`src/rtl/flash_wr_guard.sv`:
```
module flash_wr_guard #(
  parameter int NUM_SECTORS = 16,
  parameter int MIN_PULSE   = 3,
  localparam int SEC_W = (NUM_SECTORS > 1) ? $clog2(NUM_SECTORS) : 1,
  localparam int CNT_W = $clog2(MIN_PULSE + 1)
) (
  input  logic             clk,
  input  logic             rst_n,
  input  logic             ce_n,
  input  logic             we_n,
  input  logic             oe_n,
  input  logic             wp_n,
  input  logic             vpp_hi,
  input  logic             supply_low,
  input  logic [SEC_W-1:0] sector_addr,
  input  logic             lock_req,
  input  logic             unlock_req,
  input  logic [SEC_W-1:0] lock_sector,
  output logic             wr_strobe,
  output logic             sector_wr_ok,
  output logic             force_read
);

  logic [CNT_W-1:0]       run_cnt;
  logic [NUM_SECTORS-1:0] lock_bits;

  wire qual      = !ce_n && !we_n && oe_n;
  wire fire      = qual && !supply_low && (run_cnt == CNT_W'(MIN_PULSE - 1));
  wire addr_in   = {1'b0, sector_addr} < (SEC_W+1)'(NUM_SECTORS);
  wire lock_in   = {1'b0, lock_sector} < (SEC_W+1)'(NUM_SECTORS);
  wire outer     = (sector_addr == '0) || (sector_addr == SEC_W'(NUM_SECTORS - 1));
  wire permitted = addr_in && !lock_bits[sector_addr] && vpp_hi && !(!wp_n && outer);

  always_ff @(posedge clk or negedge rst_n) begin
    if (!rst_n) begin
      run_cnt <= '0;
    end else if (!qual || supply_low) begin
      run_cnt <= '0;
    end else if (run_cnt != CNT_W'(MIN_PULSE)) begin
      run_cnt <= run_cnt + 1'b1;
    end
  end

  always_ff @(posedge clk or negedge rst_n) begin
    if (!rst_n) begin
      wr_strobe    <= 1'b0;
      sector_wr_ok <= 1'b0;
      force_read   <= 1'b0;
    end else begin
      wr_strobe    <= fire;
      sector_wr_ok <= fire && permitted;
      force_read   <= supply_low;
    end
  end

  always_ff @(posedge clk or negedge rst_n) begin
    if (!rst_n) begin
      lock_bits <= '0;
    end else if (!supply_low && lock_in) begin
      if (lock_req)        lock_bits[lock_sector] <= 1'b1;
      else if (unlock_req) lock_bits[lock_sector] <= 1'b0;
    end
  end

  assert_strobe_qual_R1: assert property (@(posedge clk) disable iff (!rst_n)
    wr_strobe |-> $past(!ce_n && !we_n && oe_n));

  assert_single_strobe_R2: assert property (@(posedge clk) disable iff (!rst_n)
    wr_strobe |=> !wr_strobe);

  assert_outer_guard_R3: assert property (@(posedge clk) disable iff (!rst_n)
    sector_wr_ok |-> !(!$past(wp_n) &&
      ($past(sector_addr) == '0 || $past(sector_addr) == SEC_W'(NUM_SECTORS - 1))));

  assert_vpp_guard_R4: assert property (@(posedge clk) disable iff (!rst_n)
    sector_wr_ok |-> $past(vpp_hi));

  assert_supply_block_R6: assert property (@(posedge clk) disable iff (!rst_n)
    wr_strobe |-> !$past(supply_low));

  assert_force_read_R6: assert property (@(posedge clk) disable iff (!rst_n)
    supply_low |=> force_read);

  assert_ok_with_strobe_R9: assert property (@(posedge clk) disable iff (!rst_n)
    sector_wr_ok |-> wr_strobe);

endmodule

```
`config.mk`:
```
export PLATFORM = sky130hd
export DESIGN_NAME = flash_wr_guard
export DESIGN_NICKNAME = d
export VERILOG_FILES = /design/src/rtl/flash_wr_guard.sv
export SDC_FILE = /design/constraint.sdc
export NUM_CORES = 1
export LEC_CHECK = 0
export ABC_CLOCK_PERIOD_IN_PS = 2640
export BUFFER_PORTS_ARGS = -buffer_cell sky130_fd_sc_hd__buf_2
export CAP_MARGIN = 30
export CORE_MARGIN = 2
export CORE_UTILIZATION = 56
export DETAILED_ROUTE_END_ITERATION = 8
export PLACE_DENSITY = 0.81
export REMOVE_ABC_BUFFERS = 1
export SYNTH_ARGS = -nofsm -noshare
export SYNTH_HDL_FRONTEND = slang
export SYNTH_SLANG_ARGS = --single-unit
```
`constraint.sdc`:
```
create_clock -name clk -period 2.64 [get_ports clk]
set_input_delay 0.792 -clock clk [delete_from_list [all_inputs] [get_ports clk]]
set_output_delay 0.792 -clock clk [all_outputs]
set_load 0.01 [all_outputs]
```
# [Word level (Yosys, flattened, before mapping)]
# Cells that the tools add are included.
[totals] wordCells=46 out_inout_bits=3 reg_bits=21 input_bits=18
[classes] n_eq_ne=3 bitwise_logic=4 mux=8 reduce_logical=22 n_lt_le_gt_ge=3 n_addsub=1
[ops] cell="16-bit two-way mux" count=2
[ops] cell="16-bit AND" count=1
[ops] cell="16-bit inverter" count=1
[ops] cell="16-bit bitwise OR" count=1
[ops] cell="4-bit by 5-bit < comparator with 1-bit output, second input constant" count=2
[ops] cell="1-bit logical AND" count=9
[ops] cell="1-bit logical NOT" count=7
[ops] cell="1-bit binary-select mux with 4-bit select" count=1
[ops] cell="1-bit demux with 4-bit select" count=1
[ops] cell="4-bit equality test, second input constant" count=1
[ops] cell="4-bit by 1-bit >= comparator with 1-bit output, second input constant" count=1
[ops] cell="4-bit logical NOT" count=1
[ops] cell="2-bit two-way mux" count=2
[ops] cell="2-bit nonzero test" count=2
[ops] cell="2-bit by 1-bit adder with 2-bit output, second input constant" count=1
[ops] cell="2-bit equality test, second input constant" count=1
[ops] cell="1-bit logical OR" count=2
[ops] cell="1-bit two-way mux" count=2
[ops] cell="2-bit inequality test, second input constant" count=1
[ops] cell="2-bit AND reduction" count=1
[ops] cell="1-bit inverter" count=1

# [Logic depth before layout (Yosys ltp)]
[depth] ltp_word=8 mapped_depth=6 depth_no_buf=6

# [Worst setup path after synthesis]
# No wires, ideal clock.
[synth_path] path_kind="input -> register" startpoint="in sector_addr[1]" endpoint="reg sector_wr_ok" setup_time_ns=0.111 arrival_ns=2.013 t_required_ns=2.529 path_stages=4 setup_slack_ns=0.516 path_buffers=1 cell_sequence="buf_6 > mux4_1 > mux2_2 > a2111oi_2"
[synth_between] elab_chain_len=6 elab_cells_between_ends=11 classes_between="eq/ne (1); mux (2); reduce/logical (8)"
[synth_rtl] element="start: declaration" line_no="15" source="input logic [SEC_W-1:0] sector_addr,"
[synth_rtl] element="1-bit binary-select mux with 4-bit select, or another cell as far along" line_no="32" source="wire permitted = addr_in && !lock_bits[sector_addr] && vpp_hi && !(!wp_n && outer);"
[synth_rtl] element="1-bit two-way mux (implied by the code) or 1-bit logical OR (tied branches)" line_no="32, 31"
[synth_rtl] element="1-bit logical NOT or 1-bit logical AND (tied branches)" line_no="32"
[synth_rtl] element="1-bit logical AND or 1-bit logical NOT (tied branches)" line_no="32"
[synth_rtl] element="1-bit logical AND *" line_no="32"
[synth_rtl] element="1-bit logical AND *" line_no="51" source="sector_wr_ok <= fire && permitted;"
[synth_rtl] element="end signal: assignment" line_no="51"
[synth_rtl] element="end: declaration" line_no="20" source="output logic sector_wr_ok,"
# Mark *: on every way between the ends. The rest lies on a longest branch, timed or not. The select of a mux whose other input is x is not followed.
# A chain may end at the register's enable or synchronous reset.

==> flow_summary.json <==
{
  "slew_viol_final": 0,
  "syn_inst": 95,
  "crit_fanout": 4,
  "peakVddDrop_uv": 366.6,
  "drive_gt1_share_pct": 41.03,
  "antenna_cells": 0,
  "timing.fmax_mhz": 510.7,
  "syn_area_per_cell_um2": 11.60,
  "crit_slowest_cell": "or3b_2",
  "tritoncts": "done",
  "remaining_drc_errors": 0,
  "p_per_area_mw_per_mm2": 565.2,
  "die_w_um": 48.37,
  "ys_ff_latch": 21,
  "antenna_found_initial": 0,
  "gp_congestion": 0.8255,
  "die_h_um": 48.37,
  "rrSetupSlack_ps": 1020,
  "cts-root-buf": "clkbuf_4",
  "antenna_left": 0,
  "grt_first_pass_wirelength_mm": 3.450,
  "h-tree-depth": 1,
  "max_slew_margin_pct": 69.10,
  "grtUsageTotal_pct": 18.91,
  "max_stage_delay_ps": 490,
  "final_util_pct": 65.72,
  "rsz0062_at_grt": "false",
  "io_buffer_count": 20,
  "status": "complete, no violations",
  "final_area_mm2": 0.001250,
  "p_leak_nw": 0.5676,
  "initial_utilization_pct": 57.96,
  "worstSetupPathType": "in -> reg",
  "dr_wl_met3_um": 78,
  "numCtsBuffers": 3,
  "area_growth_pct": 13.39,
  "ys_seq_area_share_pct": 47.67,
  "end_kind": "flip-flop",
  "cp.required_ps": 2840,
  "syn_area_mm2": 0.001102,
  "setup_violations": 0,
  "nNetsFinal": 138,
  "core_area_mm2": 0.001902,
  "yosysUniqueCellTypes": 25,
  "timing_hold_violations_final": 0,
  "arrival_ps": 2160,
  "dr.pass1.iters": 4,
  "critical_path_buf_inv_count": 1,
  "hpwl_mm": 1.494,
  "wl_per_cell_um": 13.53,
  "cts_setup_buffers": 0,
  "drt_iter0_drc": 10,
  "grt_max_degree": 22,
  "insertion_delay_ps": 300,
  "yosys_warnings": 0,
  "die-area_mm2": 0.002339,
  "max_cap_violations": 0,
  "clock_path_buffers": 2,
  "io_pins": 21,
  "path_delay_family": "simple AND/OR/NAND/NOR gates",
  "worstHoldPathType": "in -> async",
  "met1_length_um": 949,
  "grt_pass1_vias": 780,
  "tightest_slew_ps": 463.6,
  "grt.overflow.total": 0,
  "cts_resized": 0,
  "cp-start-kind": "input pin",
  "worstPathCellList": "buf_2 -> o21ba_2 -> or3b_2 -> nor3_1 -> mux2_2",
  "vias": 797,
  "cts_hold_buf": 0,
  "vias_per_cell": 5.535,
  "whs_ps": 417.0,
  "dpl_cell_area_mm2": 0.001224,
  "dr_wl_met2_um": 887,
  "top_layer": "met4",
  "clock_sinks": 21,
  "finalCritPeriodShare_pct": 74.17,
  "rows": 16,
  "clkTransAtPathRegs_ps": 120,
  "wl_mm": 1.949,
  "min_period_ps": 1958,
  "finalClockSkew_ps": 5.648,
  "setup_tns_ps": 0
}
final timing paths:
path,to,from,cells past startpoint
max,flip-flop,supply_low,5
min,async pin,rst_n,1
max reg2reg,sector_wr_ok,flip-flop,3
min reg2reg,flip-flop,flip-flop,1
max in group asynchronous,async pin,rst_n,1
min in group clk,flip-flop,flip-flop,1
per-stage QoR:
| step | std cells | total power [mW] | setup slack (ps) |
|---|---|---|---|
| floorplan | 92 | 0.5026 | 517.5 |
| global placement | 140 | 0.5525 | 380.8 |
| detailed placement | 140 | 0.5608 | 350.7 |
| CTS | 144 | 0.7121 | 680.2 |
| global route | 144 | 0.7466 | 627.4 |
| finish | 144 | 0.7065 | 681.9 |
per-layer routing:
metal / track usage (%) / vias to the layer above
met5: 0 / -
met4: 7.143 / 0
met3: 4.012 / 5
met2: 30.09 / 17
met1: 25.73 / 391
li1: - / 384
synth_stat cells:
cell       count  area share, %
clkbuf_1       1           0.34
or4b_2         1           0.91
dfrtp_1       21             48
buf_2          1           0.45
or4_2          1           0.79
nand4_1        2            1.1
nor2_1        19            6.5
nor3_1         4            1.8
a2111oi_2      1            1.4
a21oi_1        2           0.91
ha_1           2            2.3
mux2_2        19             19
mux2i_1        2            1.8
nand2b_1       2            1.1
o21ai_0        1           0.45
or3b_2         1           0.79
inv_1          2           0.68
nand2_1        3            1.0
buf_6          1            1.0
xor2_1         1           0.79
nand3_1        2           0.91
nand4b_1       1           0.79
o21ba_2        1           0.91
nand3b_1       2            1.4
mux4_1         2            4.8
cells by family (layout without fill, tap and decap cells):
group / count (synthesis) / count (layout) / synth area share, %
xor+xnor: 1 / 1 / 0.7947
buf+inv: 5 / 27 / 2.497
simple gates: 38 / 38 / 17.14
mux: 23 / 23 / 25.99
compound gates: 5 / 5 / 3.631
flops: 21 / 21 / 47.67
fa+ha+maj: 2 / 2 / 2.270
placed cells by master, fill, tap and decap left out:
cell type / Yosys / routed
nand4_1: 2 / 2
nand3_1: 2 / 2
mux2i_1: 2 / 2
inv_1: 2 / 2
clkbuf_4: 0 / 3
nand3b_1: 2 / 2
nor3_1: 4 / 4
buf_2: 1 / 20
dfrtp_1: 21 / 21
a2111oi_2: 1 / 1
a21oi_1: 2 / 2
mux2_2: 19 / 19
mux4_1: 2 / 2
o21ba_2: 1 / 1
o21ai_0: 1 / 1
nand2_1: 3 / 3
nand4b_1: 1 / 1
nand2b_1: 2 / 2
or4b_2: 1 / 1
nor2_1: 19 / 19
xor2_1: 1 / 1
buf_4: 0 / 1
or4_2: 1 / 1
clkbuf_1: 1 / 1
or3b_2: 1 / 1
ha_1: 2 / 2
report_power, final:
part	internal, mW	switching (mW)
clock network	0.0589	0.0955
registers	0.380	0.0292
logic	0.0858	0.0569
layout make-up:
cell class	count	area [um^2]
inverter	2	7.507
clock buffer	4	26.28
timing repair buffer	21	107.6
fill	156	651.9
sequential	21	525.5
tap	27	33.78
multi-input combinational	69	549.3
Note: power is estimated with default switching activity, not from simulation.
